===== config.mk =====
export PLATFORM = sky130hd
export DESIGN_NAME = strop_seq
export DESIGN_NICKNAME = d
export VERILOG_FILES = /design/src/rtl/strop_pkg.sv /design/src/rtl/strop_regs.sv /design/src/rtl/strop_lane.sv /design/src/rtl/strop_fsm.sv /design/src/rtl/strop_seq.sv
export SDC_FILE = /design/constraint.sdc
export NUM_CORES = 1
export LEC_CHECK = 0
export ABC_CLOCK_PERIOD_IN_PS = 4800
export BUFFER_PORTS_ARGS = -buffer_cell sky130_fd_sc_hd__buf_2
export CAP_MARGIN = 20
export CORE_MARGIN = 5
export CORE_UTILIZATION = 52
export DETAILED_ROUTE_END_ITERATION = 8
export PLACE_DENSITY = 0.9
export SETUP_SLACK_MARGIN = 0.5
export SLEW_MARGIN = 10
export SYNTH_ARGS = -nofsm -noshare
export SYNTH_HDL_FRONTEND = slang
export SYNTH_SLANG_ARGS = --single-unit

===== constraint.sdc =====
create_clock -name clk -period 4.8 [get_ports clk]
set_input_delay 0.96 -clock clk [delete_from_list [all_inputs] [get_ports clk]]
set_output_delay 0.96 -clock clk [all_outputs]
set_load 0.01 [all_outputs]

===== src/rtl/strop_pkg.sv =====
package strop_pkg;

    localparam int DATA_W     = 32;
    localparam int BYTE_LANES = DATA_W / 8;

    typedef enum logic [2:0] {
        OP_LOAD  = 3'd0,
        OP_STORE = 3'd1,
        OP_MOVE  = 3'd2,
        OP_SCAN  = 3'd3,
        OP_CMP   = 3'd4
    } strop_op_e;

    typedef enum logic [2:0] {
        ST_IDLE,
        ST_RD1,
        ST_RD2,
        ST_EVAL,
        ST_WR,
        ST_DONE
    } strop_state_e;

    typedef struct packed {
        strop_op_e   op;
        logic [1:0]  size;
        logic        rep;
        logic        until_eq;
        logic        dir;
    } strop_job_t;

    function automatic logic [2:0] elem_bytes(input logic [1:0] sz);
        case (sz)
            2'd0:    return 3'd1;
            2'd1:    return 3'd2;
            default: return 3'd4;
        endcase
    endfunction

    function automatic logic [DATA_W-1:0] elem_mask(input logic [1:0] sz);
        case (sz)
            2'd0:    return DATA_W'(32'h0000_00FF);
            2'd1:    return DATA_W'(32'h0000_FFFF);
            default: return '1;
        endcase
    endfunction

    function automatic logic [BYTE_LANES-1:0] elem_be(input logic [1:0] sz);
        case (sz)
            2'd0:    return BYTE_LANES'(4'b0001);
            2'd1:    return BYTE_LANES'(4'b0011);
            default: return '1;
        endcase
    endfunction

    function automatic logic op_known(input logic [2:0] code);
        return code <= 3'd4;
    endfunction

    function automatic logic walks_src(input strop_op_e op);
        return op == OP_LOAD || op == OP_MOVE || op == OP_CMP;
    endfunction

    function automatic logic walks_dst(input strop_op_e op);
        return op == OP_STORE || op == OP_MOVE || op == OP_SCAN || op == OP_CMP;
    endfunction

    function automatic logic is_compare(input strop_op_e op);
        return op == OP_SCAN || op == OP_CMP;
    endfunction

    function automatic strop_state_e entry_state(input strop_op_e op);
        return (op == OP_STORE) ? ST_WR : ST_RD1;
    endfunction

endpackage


===== src/rtl/strop_regs.sv =====
module strop_regs
    import strop_pkg::*;
#(
    parameter int ADDR_W = 16,
    parameter int CNT_W  = 16
) (
    input  logic              clk,
    input  logic              rst,
    input  logic              load,
    input  logic [ADDR_W-1:0] si_init,
    input  logic [ADDR_W-1:0] di_init,
    input  logic [CNT_W-1:0]  cx_init,
    input  logic              step,
    input  logic              step_si,
    input  logic              step_di,
    input  logic              count,
    input  logic              dir,
    input  logic [1:0]        size,
    output logic [ADDR_W-1:0] si,
    output logic [ADDR_W-1:0] di,
    output logic [CNT_W-1:0]  cx,
    output logic              cx_last
);

    localparam int NPTR = 2;

    logic [ADDR_W-1:0] delta;
    logic [NPTR-1:0]   walk;
    logic [ADDR_W-1:0] init_v [NPTR];

    assign delta     = ADDR_W'(elem_bytes(size));
    assign walk      = {step_di, step_si};
    assign init_v[0] = si_init;
    assign init_v[1] = di_init;

    for (genvar g = 0; g < NPTR; g++) begin : g_ptr
        logic [ADDR_W-1:0] q;
        always_ff @(posedge clk) begin
            if (rst) begin
                q <= '0;
            end else if (load) begin
                q <= init_v[g];
            end else if (step && walk[g]) begin
                q <= dir ? (q - delta) : (q + delta);
            end
        end
    end

    assign si = g_ptr[0].q;
    assign di = g_ptr[1].q;

    always_ff @(posedge clk) begin
        if (rst) begin
            cx <= '0;
        end else if (load) begin
            cx <= cx_init;
        end else if (step && count) begin
            cx <= cx - CNT_W'(1);
        end
    end

    assign cx_last = (cx == CNT_W'(1));

    // Source pointer moves by one element in the selected direction
    assert_si_step_R1: assert property (@(posedge clk) disable iff (rst)
        (step && step_si && !load) |=>
            (($past(dir) ? ($past(si) - si) : (si - $past(si))) == $past(delta)));

    // Destination pointer follows the direction flag
    assert_di_step_R2: assert property (@(posedge clk) disable iff (rst)
        (step && step_di && !load) |=>
            (($past(dir) ? ($past(di) - di) : (di - $past(di))) == $past(delta)));

    assert_di_hold_R3: assert property (@(posedge clk) disable iff (rst)
        (step && !step_di && !load) |=> $stable(di));

    assert_cx_count_R6: assert property (@(posedge clk) disable iff (rst)
        (step && count && !load) |=> (cx == $past(cx) - CNT_W'(1)));

endmodule


===== src/rtl/strop_lane.sv =====
module strop_lane
    import strop_pkg::*;
(
    input  logic              clk,
    input  logic              rst,
    input  logic              capture,
    input  strop_op_e         op,
    input  logic [1:0]        size,
    input  logic [DATA_W-1:0] acc,
    input  logic [DATA_W-1:0] rdata,
    output logic              eq,
    output logic [DATA_W-1:0] acc_merged,
    output logic [DATA_W-1:0] wdata
);

    logic [DATA_W-1:0] mask;
    logic [DATA_W-1:0] held;
    logic [DATA_W-1:0] ref_val;

    always_ff @(posedge clk) begin
        if (rst) begin
            held <= '0;
        end else if (capture) begin
            held <= rdata;
        end
    end

    assign mask       = elem_mask(size);
    assign ref_val    = (op == OP_CMP) ? held : acc;
    assign eq         = ((ref_val ^ rdata) & mask) == '0;
    assign acc_merged = (acc & ~mask) | (rdata & mask);
    assign wdata      = ((op == OP_MOVE) ? rdata : acc) & mask;

endmodule


===== src/rtl/strop_fsm.sv =====
module strop_fsm
    import strop_pkg::*;
(
    input  logic       clk,
    input  logic       rst,
    input  logic       start,
    input  strop_job_t job_in,
    input  logic       cx_init_zero,
    input  logic       cx_last,
    input  logic       eq,
    output strop_job_t job,
    output logic       load,
    output logic       mem_req,
    output logic       mem_we,
    output logic       addr_di,
    output logic       capture,
    output logic       step,
    output logic       acc_load,
    output logic       zf_load,
    output logic       busy,
    output logic       done
);

    strop_state_e state, nxt;
    logic         finish;

    assign finish = !job.rep || cx_last ||
                    (is_compare(job.op) && (job.until_eq ? eq : !eq));

    always_comb begin
        nxt      = state;
        load     = 1'b0;
        mem_req  = 1'b0;
        mem_we   = 1'b0;
        addr_di  = 1'b0;
        capture  = 1'b0;
        step     = 1'b0;
        acc_load = 1'b0;
        zf_load  = 1'b0;
        done     = 1'b0;
        case (state)
            ST_IDLE: begin
                load = start;
                if (start) begin
                    if ((job_in.rep && cx_init_zero) || !op_known(job_in.op)) begin
                        nxt = ST_DONE;
                    end else begin
                        nxt = entry_state(job_in.op);
                    end
                end
            end
            ST_RD1: begin
                mem_req = 1'b1;
                addr_di = (job.op == OP_SCAN);
                nxt     = (job.op == OP_CMP) ? ST_RD2 : ST_EVAL;
            end
            ST_RD2: begin
                mem_req = 1'b1;
                addr_di = 1'b1;
                capture = 1'b1;
                nxt     = ST_EVAL;
            end
            ST_EVAL: begin
                step     = 1'b1;
                acc_load = (job.op == OP_LOAD);
                zf_load  = is_compare(job.op);
                if (job.op == OP_MOVE) begin
                    mem_req = 1'b1;
                    mem_we  = 1'b1;
                    addr_di = 1'b1;
                end
                nxt = finish ? ST_DONE : entry_state(job.op);
            end
            ST_WR: begin
                mem_req = 1'b1;
                mem_we  = 1'b1;
                addr_di = 1'b1;
                step    = 1'b1;
                nxt     = finish ? ST_DONE : ST_WR;
            end
            ST_DONE: begin
                done = 1'b1;
                nxt  = ST_IDLE;
            end
            default: nxt = ST_IDLE;
        endcase
    end

    always_ff @(posedge clk) begin
        if (rst) begin
            state <= ST_IDLE;
            job   <= '0;
        end else begin
            state <= nxt;
            if (load) begin
                job <= job_in;
            end
        end
    end

    assign busy = (state != ST_IDLE);

    assert_done_pulse_R10: assert property (@(posedge clk) disable iff (rst)
        done |=> !done);

    assert_empty_run_R7: assert property (@(posedge clk) disable iff (rst)
        (!busy && start && job_in.rep && cx_init_zero) |=> (done && !mem_req));

    assert_write_ops_R3: assert property (@(posedge clk) disable iff (rst)
        (mem_req && mem_we) |-> (job.op == OP_STORE || job.op == OP_MOVE));

    assert_step_busy_R6: assert property (@(posedge clk) disable iff (rst)
        step |-> busy);

endmodule


===== src/rtl/strop_seq.sv =====
module strop_seq
    import strop_pkg::*;
#(
    parameter int ADDR_W = 16,
    parameter int CNT_W  = 16
) (
    input  logic                  clk,
    input  logic                  rst,
    input  logic                  start,
    input  logic [2:0]            op_in,
    input  logic [1:0]            size_in,
    input  logic                  rep_in,
    input  logic                  until_eq_in,
    input  logic                  dir_in,
    input  logic [ADDR_W-1:0]     si_in,
    input  logic [ADDR_W-1:0]     di_in,
    input  logic [CNT_W-1:0]      cx_in,
    input  logic [31:0]           acc_in,
    output logic                  mem_req,
    output logic                  mem_we,
    output logic [ADDR_W-1:0]     mem_addr,
    output logic [3:0]            mem_be,
    output logic [31:0]           mem_wdata,
    input  logic [31:0]           mem_rdata,
    output logic                  busy,
    output logic                  done,
    output logic [ADDR_W-1:0]     si_out,
    output logic [ADDR_W-1:0]     di_out,
    output logic [CNT_W-1:0]      cx_out,
    output logic [31:0]           acc_out,
    output logic                  zf_out
);

    strop_job_t        job_in, job;
    logic              load, addr_di, capture, step, acc_load, zf_load;
    logic              cx_last, eq;
    logic [DATA_W-1:0] acc_merged, wdata;
    logic [DATA_W-1:0] acc_q;
    logic              zf_q;

    assign job_in = '{op:       strop_op_e'(op_in),
                      size:     size_in,
                      rep:      rep_in,
                      until_eq: until_eq_in,
                      dir:      dir_in};

    strop_fsm u_fsm (
        .clk          (clk),
        .rst          (rst),
        .start        (start),
        .job_in       (job_in),
        .cx_init_zero (cx_in == '0),
        .cx_last      (cx_last),
        .eq           (eq),
        .job          (job),
        .load         (load),
        .mem_req      (mem_req),
        .mem_we       (mem_we),
        .addr_di      (addr_di),
        .capture      (capture),
        .step         (step),
        .acc_load     (acc_load),
        .zf_load      (zf_load),
        .busy         (busy),
        .done         (done)
    );

    strop_regs #(
        .ADDR_W (ADDR_W),
        .CNT_W  (CNT_W)
    ) u_regs (
        .clk     (clk),
        .rst     (rst),
        .load    (load),
        .si_init (si_in),
        .di_init (di_in),
        .cx_init (cx_in),
        .step    (step),
        .step_si (walks_src(job.op)),
        .step_di (walks_dst(job.op)),
        .count   (job.rep),
        .dir     (job.dir),
        .size    (job.size),
        .si      (si_out),
        .di      (di_out),
        .cx      (cx_out),
        .cx_last (cx_last)
    );

    strop_lane u_lane (
        .clk        (clk),
        .rst        (rst),
        .capture    (capture),
        .op         (job.op),
        .size       (job.size),
        .acc        (acc_q),
        .rdata      (mem_rdata),
        .eq         (eq),
        .acc_merged (acc_merged),
        .wdata      (wdata)
    );

    always_ff @(posedge clk) begin
        if (rst) begin
            acc_q <= '0;
            zf_q  <= 1'b0;
        end else begin
            if (load) begin
                acc_q <= acc_in;
            end else if (acc_load) begin
                acc_q <= acc_merged;
            end
            if (zf_load) begin
                zf_q <= eq;
            end
        end
    end

    assign mem_addr  = addr_di ? di_out : si_out;
    assign mem_be    = elem_be(job.size);
    assign mem_wdata = wdata;
    assign acc_out   = acc_q;
    assign zf_out    = zf_q;

    assert_idle_quiet_R10: assert property (@(posedge clk) disable iff (rst)
        !busy |-> !mem_req);

    assert_acc_upper_R4: assert property (@(posedge clk) disable iff (rst)
        (acc_load && job.size == 2'd0) |=> (acc_q[31:8] == $past(acc_q[31:8])));

    assert_zf_quiet_R8: assert property (@(posedge clk) disable iff (rst)
        (busy && !is_compare(job.op)) |=> $stable(zf_q));

endmodule


==> results.md <==
- Switching power of the nets: 0.00225 W
- Placeable core region: 0.0153 mm2
- Depth of the CTS H-tree: 4
- Count of buffers inserted at the top-level ports: 258
- Post-Layout Cell Count: 1562
- # diodes: 0
- Worst clock skew on the final layout: 0.00887 ns
- RSZ-0062 raised after global routing: false
- Post-route total power: 0.00532 W
- Post-synthesis instance area: 0.00817 mm2
- Number of rows in the core area: 45
- Proportion of power drawn by combinational gates: 0.461
- Proportion of total power due to net switching: 0.422
- Share of the synthesized area in the top cell type: 0.304
- Biggest area contributors in the synthesized netlist: sky130_fd_sc_hd__dfxtp_1, sky130_fd_sc_hd__nand2_1, sky130_fd_sc_hd__a21oi_1
- Proportion of register bits with asynchronous set or reset after synthesis: 0
- Number of buffers added by the clock tree synthesis step: 17
- Internal cell power: 0.00307 W
- Util after Layout: 0.665
- Worst EP required: 5.13 ns
- Post-synth EDFFs: 0
- Post-synthesis sequential element count: 124
- Commonest register cell after synthesis: sky130_fd_sc_hd__dfxtp_1
- Post-synthesis cell type with the largest combined area: sky130_fd_sc_hd__dfxtp_1
- Antenna violations before repair: 3
- Number of nets with antenna violations after detailed routing: 0
- Crit path DAT: 4.17 ns
- IR Drop Worst-Case VDD: 0.298 mV
- Via count: 9178
- P per Cell Area: 522 mW/mm2
- Commonest cells in the synthesized netlist: sky130_fd_sc_hd__nand2_1, sky130_fd_sc_hd__dfxtp_1, sky130_fd_sc_hd__a21oi_1
- Synthesized netlist net count: 1271
- Accumulated negative setup slack: 0 ns
- Maximum net fanout on the critical path: 13
- Start-to-end type of the worst setup path: reg2reg
- Sequential area share after synthesis: 0.304
- Portion of total power attributed to sequential cells: 0.301
- Yosys warnings: 0
- WL/cell: 16.9 um
- GRT overflow: 0
- Die height: 135 um
- Placer Congestion: 0.894
- Io pins: 260
- Result of the run: finished, violations left
- Endpoint type of the worst setup path: flip-flop
- Most instantiated library cell after synthesis: sky130_fd_sc_hd__nand2_1
- Syn avg cell area: 7.34 um2
- Number of maximum-capacitance constraint violations: 0
- DR vias/cell: 5.88
- CTS Buffer Depth: 2
- Half-perimeter wire length after detailed placement: 18.9 mm
- Maximum number of pins on one net before global-route repair: 84
- Final Net Count: 1496
- Violation count after the first detailed-route iteration: 576
- Final period utilization: 0.801
- Syn-to-layout area delta: 24.8%
- Final-report hold violation count: 0
- Tightest Hold Check Type: reg2reg
- First-pass GRT wire length: 42.2 mm
- Initial Util: 0.533
- Total track usage: 0.279
- Clock root buffer master: sky130_fd_sc_hd__clkbuf_16
- Highest Clock Rate: 0.260 GHz
- Final number of max-transition violations: 0
- 1st-pass router iterations: 9
- Number of distinct standard cells referenced by the synthesized netlist: 63
- CTS clk-pin slew, worst paths: 0.06 ns
- Clock insertion delay at the later pin of the skew report: 0.42 ns
- Overall die width: 135 um
- Number of placed instances with taps included: 1527
- Leakage dissipation: 4.51 nW
- Clock tree sinks: 124
- Total Routed Length: 26.5 mm
- Layout cell share with drive strength beyond 1: 0.251
- Share of total power in the clock network: 0.238
- Die footprint: 0.0183 mm2
- Worst max-slew margin expressed relative to the limit: 0.288
- Violations in the final reports: DRC
- Hold_ws: 0.453 ns
- Via count of the first global-routing pass: 8598
- Shortest period the worst path allows: 3.84 ns
- Endpoints failing setup: 0
- Clock tree from TritonCTS: done
- Post-Syn Instances: 1113
- DRC: 5
- Critical path launch point type: flip-flop
- Tightest Pin Transition: 1.07 ns
timing repair:
action	4_1_cts	5_1_grt
setup endpoints to repair	0	1
resized for setup	0	1
hold buffers	0	0
setup buffers	0	0
power by group through the flow:
| stage | Combinational [W] | Clock, W | Sequential (W) |
|---|---|---|---|
| 6_report | 0.00245 | 0.00126 | 0.00160 |
| 3_5_place_dp | 0.00240 | 0 | 0.00161 |
| 3_3_place_gp | 0.00234 | 0 | 0.00160 |
| 2_1_floorplan | 0.00163 | 0 | 0.00159 |
| 5_1_grt | 0.00272 | 0.00133 | 0.00164 |
| 4_1_cts | 0.00243 | 0.00128 | 0.00159 |
worst paths after layout:
check                  start         endpoint  slack [ns]  depth (start not counted)
max reg2reg     u_fsm.job[3]    u_regs.si[14]        0.96                         16
min reg2reg  u_lane.held[14]  u_lane.held[14]        0.45                          2
min          u_lane.held[14]  u_lane.held[14]        0.45                          2
max             u_fsm.job[3]    u_regs.si[14]        0.96                         16
per-stage QoR:
stage	area (um2)	setup WS (ns)
after detailed placement	9570	0.884
after global routing	10200	0.627
after floorplan	8170	0.894
final	10200	0.956
after global placement	9570	1.01
after CTS	10200	0.905
placed cells by master, fill, tap and decap left out, drive strengths merged, types with 6 or more instances in the layout:
| cell type | synthesis | layout |
|---|---|---|
| clkbuf | 60 | 18 |
| o22ai | 7 | 7 |
| o211ai | 10 | 10 |
| mux2 | 17 | 17 |
| clkinvlp | 0 | 6 |
| o21ai | 39 | 39 |
| a2111oi | 7 | 7 |
| a21o | 7 | 7 |
| nor2b | 6 | 6 |
| nand2 | 241 | 241 |
| a21oi | 122 | 122 |
| nor2 | 85 | 85 |
| xor2 | 17 | 17 |
| buf | 10 | 276 |
| nand2b | 12 | 12 |
| a21boi | 18 | 18 |
| a211oi | 20 | 20 |
| nand3 | 23 | 23 |
| a22oi | 22 | 22 |
| dfxtp | 124 | 124 |
| or3 | 12 | 12 |
| a311oi | 17 | 17 |
| xnor2 | 38 | 38 |
| ha | 33 | 33 |
| a31oi | 11 | 11 |
| mux2i | 17 | 17 |
| nor3 | 27 | 27 |
| inv | 38 | 39 |
| nor4 | 9 | 9 |
cell families (layout without fill, tap and decap cells):
logic type	count (synthesis)	in the layout	share of synthesized area
AOI/OAI and AO/OA	321	321	0.255
xor gates and xnor gates	55	55	0.0590
other	1	1	0.000459
DFF	124	124	0.304
muxes	34	34	0.0443
adders and majority gates	35	35	0.0555
and+or+nand+nor	435	435	0.228
buffers and inverters	108	346	0.0542
metal layers:
metal	GRT usage	vias to the layer above	wire (um)
met2	0.476	481	13000
met1	0.347	4246	10500
met5	0	-	34
li1	-	4395	-
met4	0.0862	6	457
met3	0.0672	50	2450
area by class of cell:
cell class,instances,area (um2)
Fill cell,1326,5120
Inverter,38,143
Timing Repair Buffer,276,1440
Sequential cell,124,2480
Tap cell,211,264
Multi-Input combinational cell,881,5280
Clock inverter,14,146
Clock buffer,18,439
critical path, stage by stage (launching register included):
cell                        delay [ns]
sky130_fd_sc_hd__dfxtp_1          0.32
sky130_fd_sc_hd__nor2_1           0.10
sky130_fd_sc_hd__buf_4            0.20
sky130_fd_sc_hd__inv_1            0.10
sky130_fd_sc_hd__ha_1             0.28
sky130_fd_sc_hd__inv_1            0.03
sky130_fd_sc_hd__mux2_2           0.31
sky130_fd_sc_hd__fa_1             0.45
sky130_fd_sc_hd__a21o_1           0.17
sky130_fd_sc_hd__a21o_1           0.19
sky130_fd_sc_hd__a21oi_1          0.18
sky130_fd_sc_hd__o21ai_0          0.14
sky130_fd_sc_hd__a41oi_1          0.32
sky130_fd_sc_hd__a2111oi_0        0.17
sky130_fd_sc_hd__o21ai_0          0.20
sky130_fd_sc_hd__mux2_2           0.35
sky130_fd_sc_hd__a211oi_1         0.23
No activity file was read; power rests on OpenSTA's default activity.
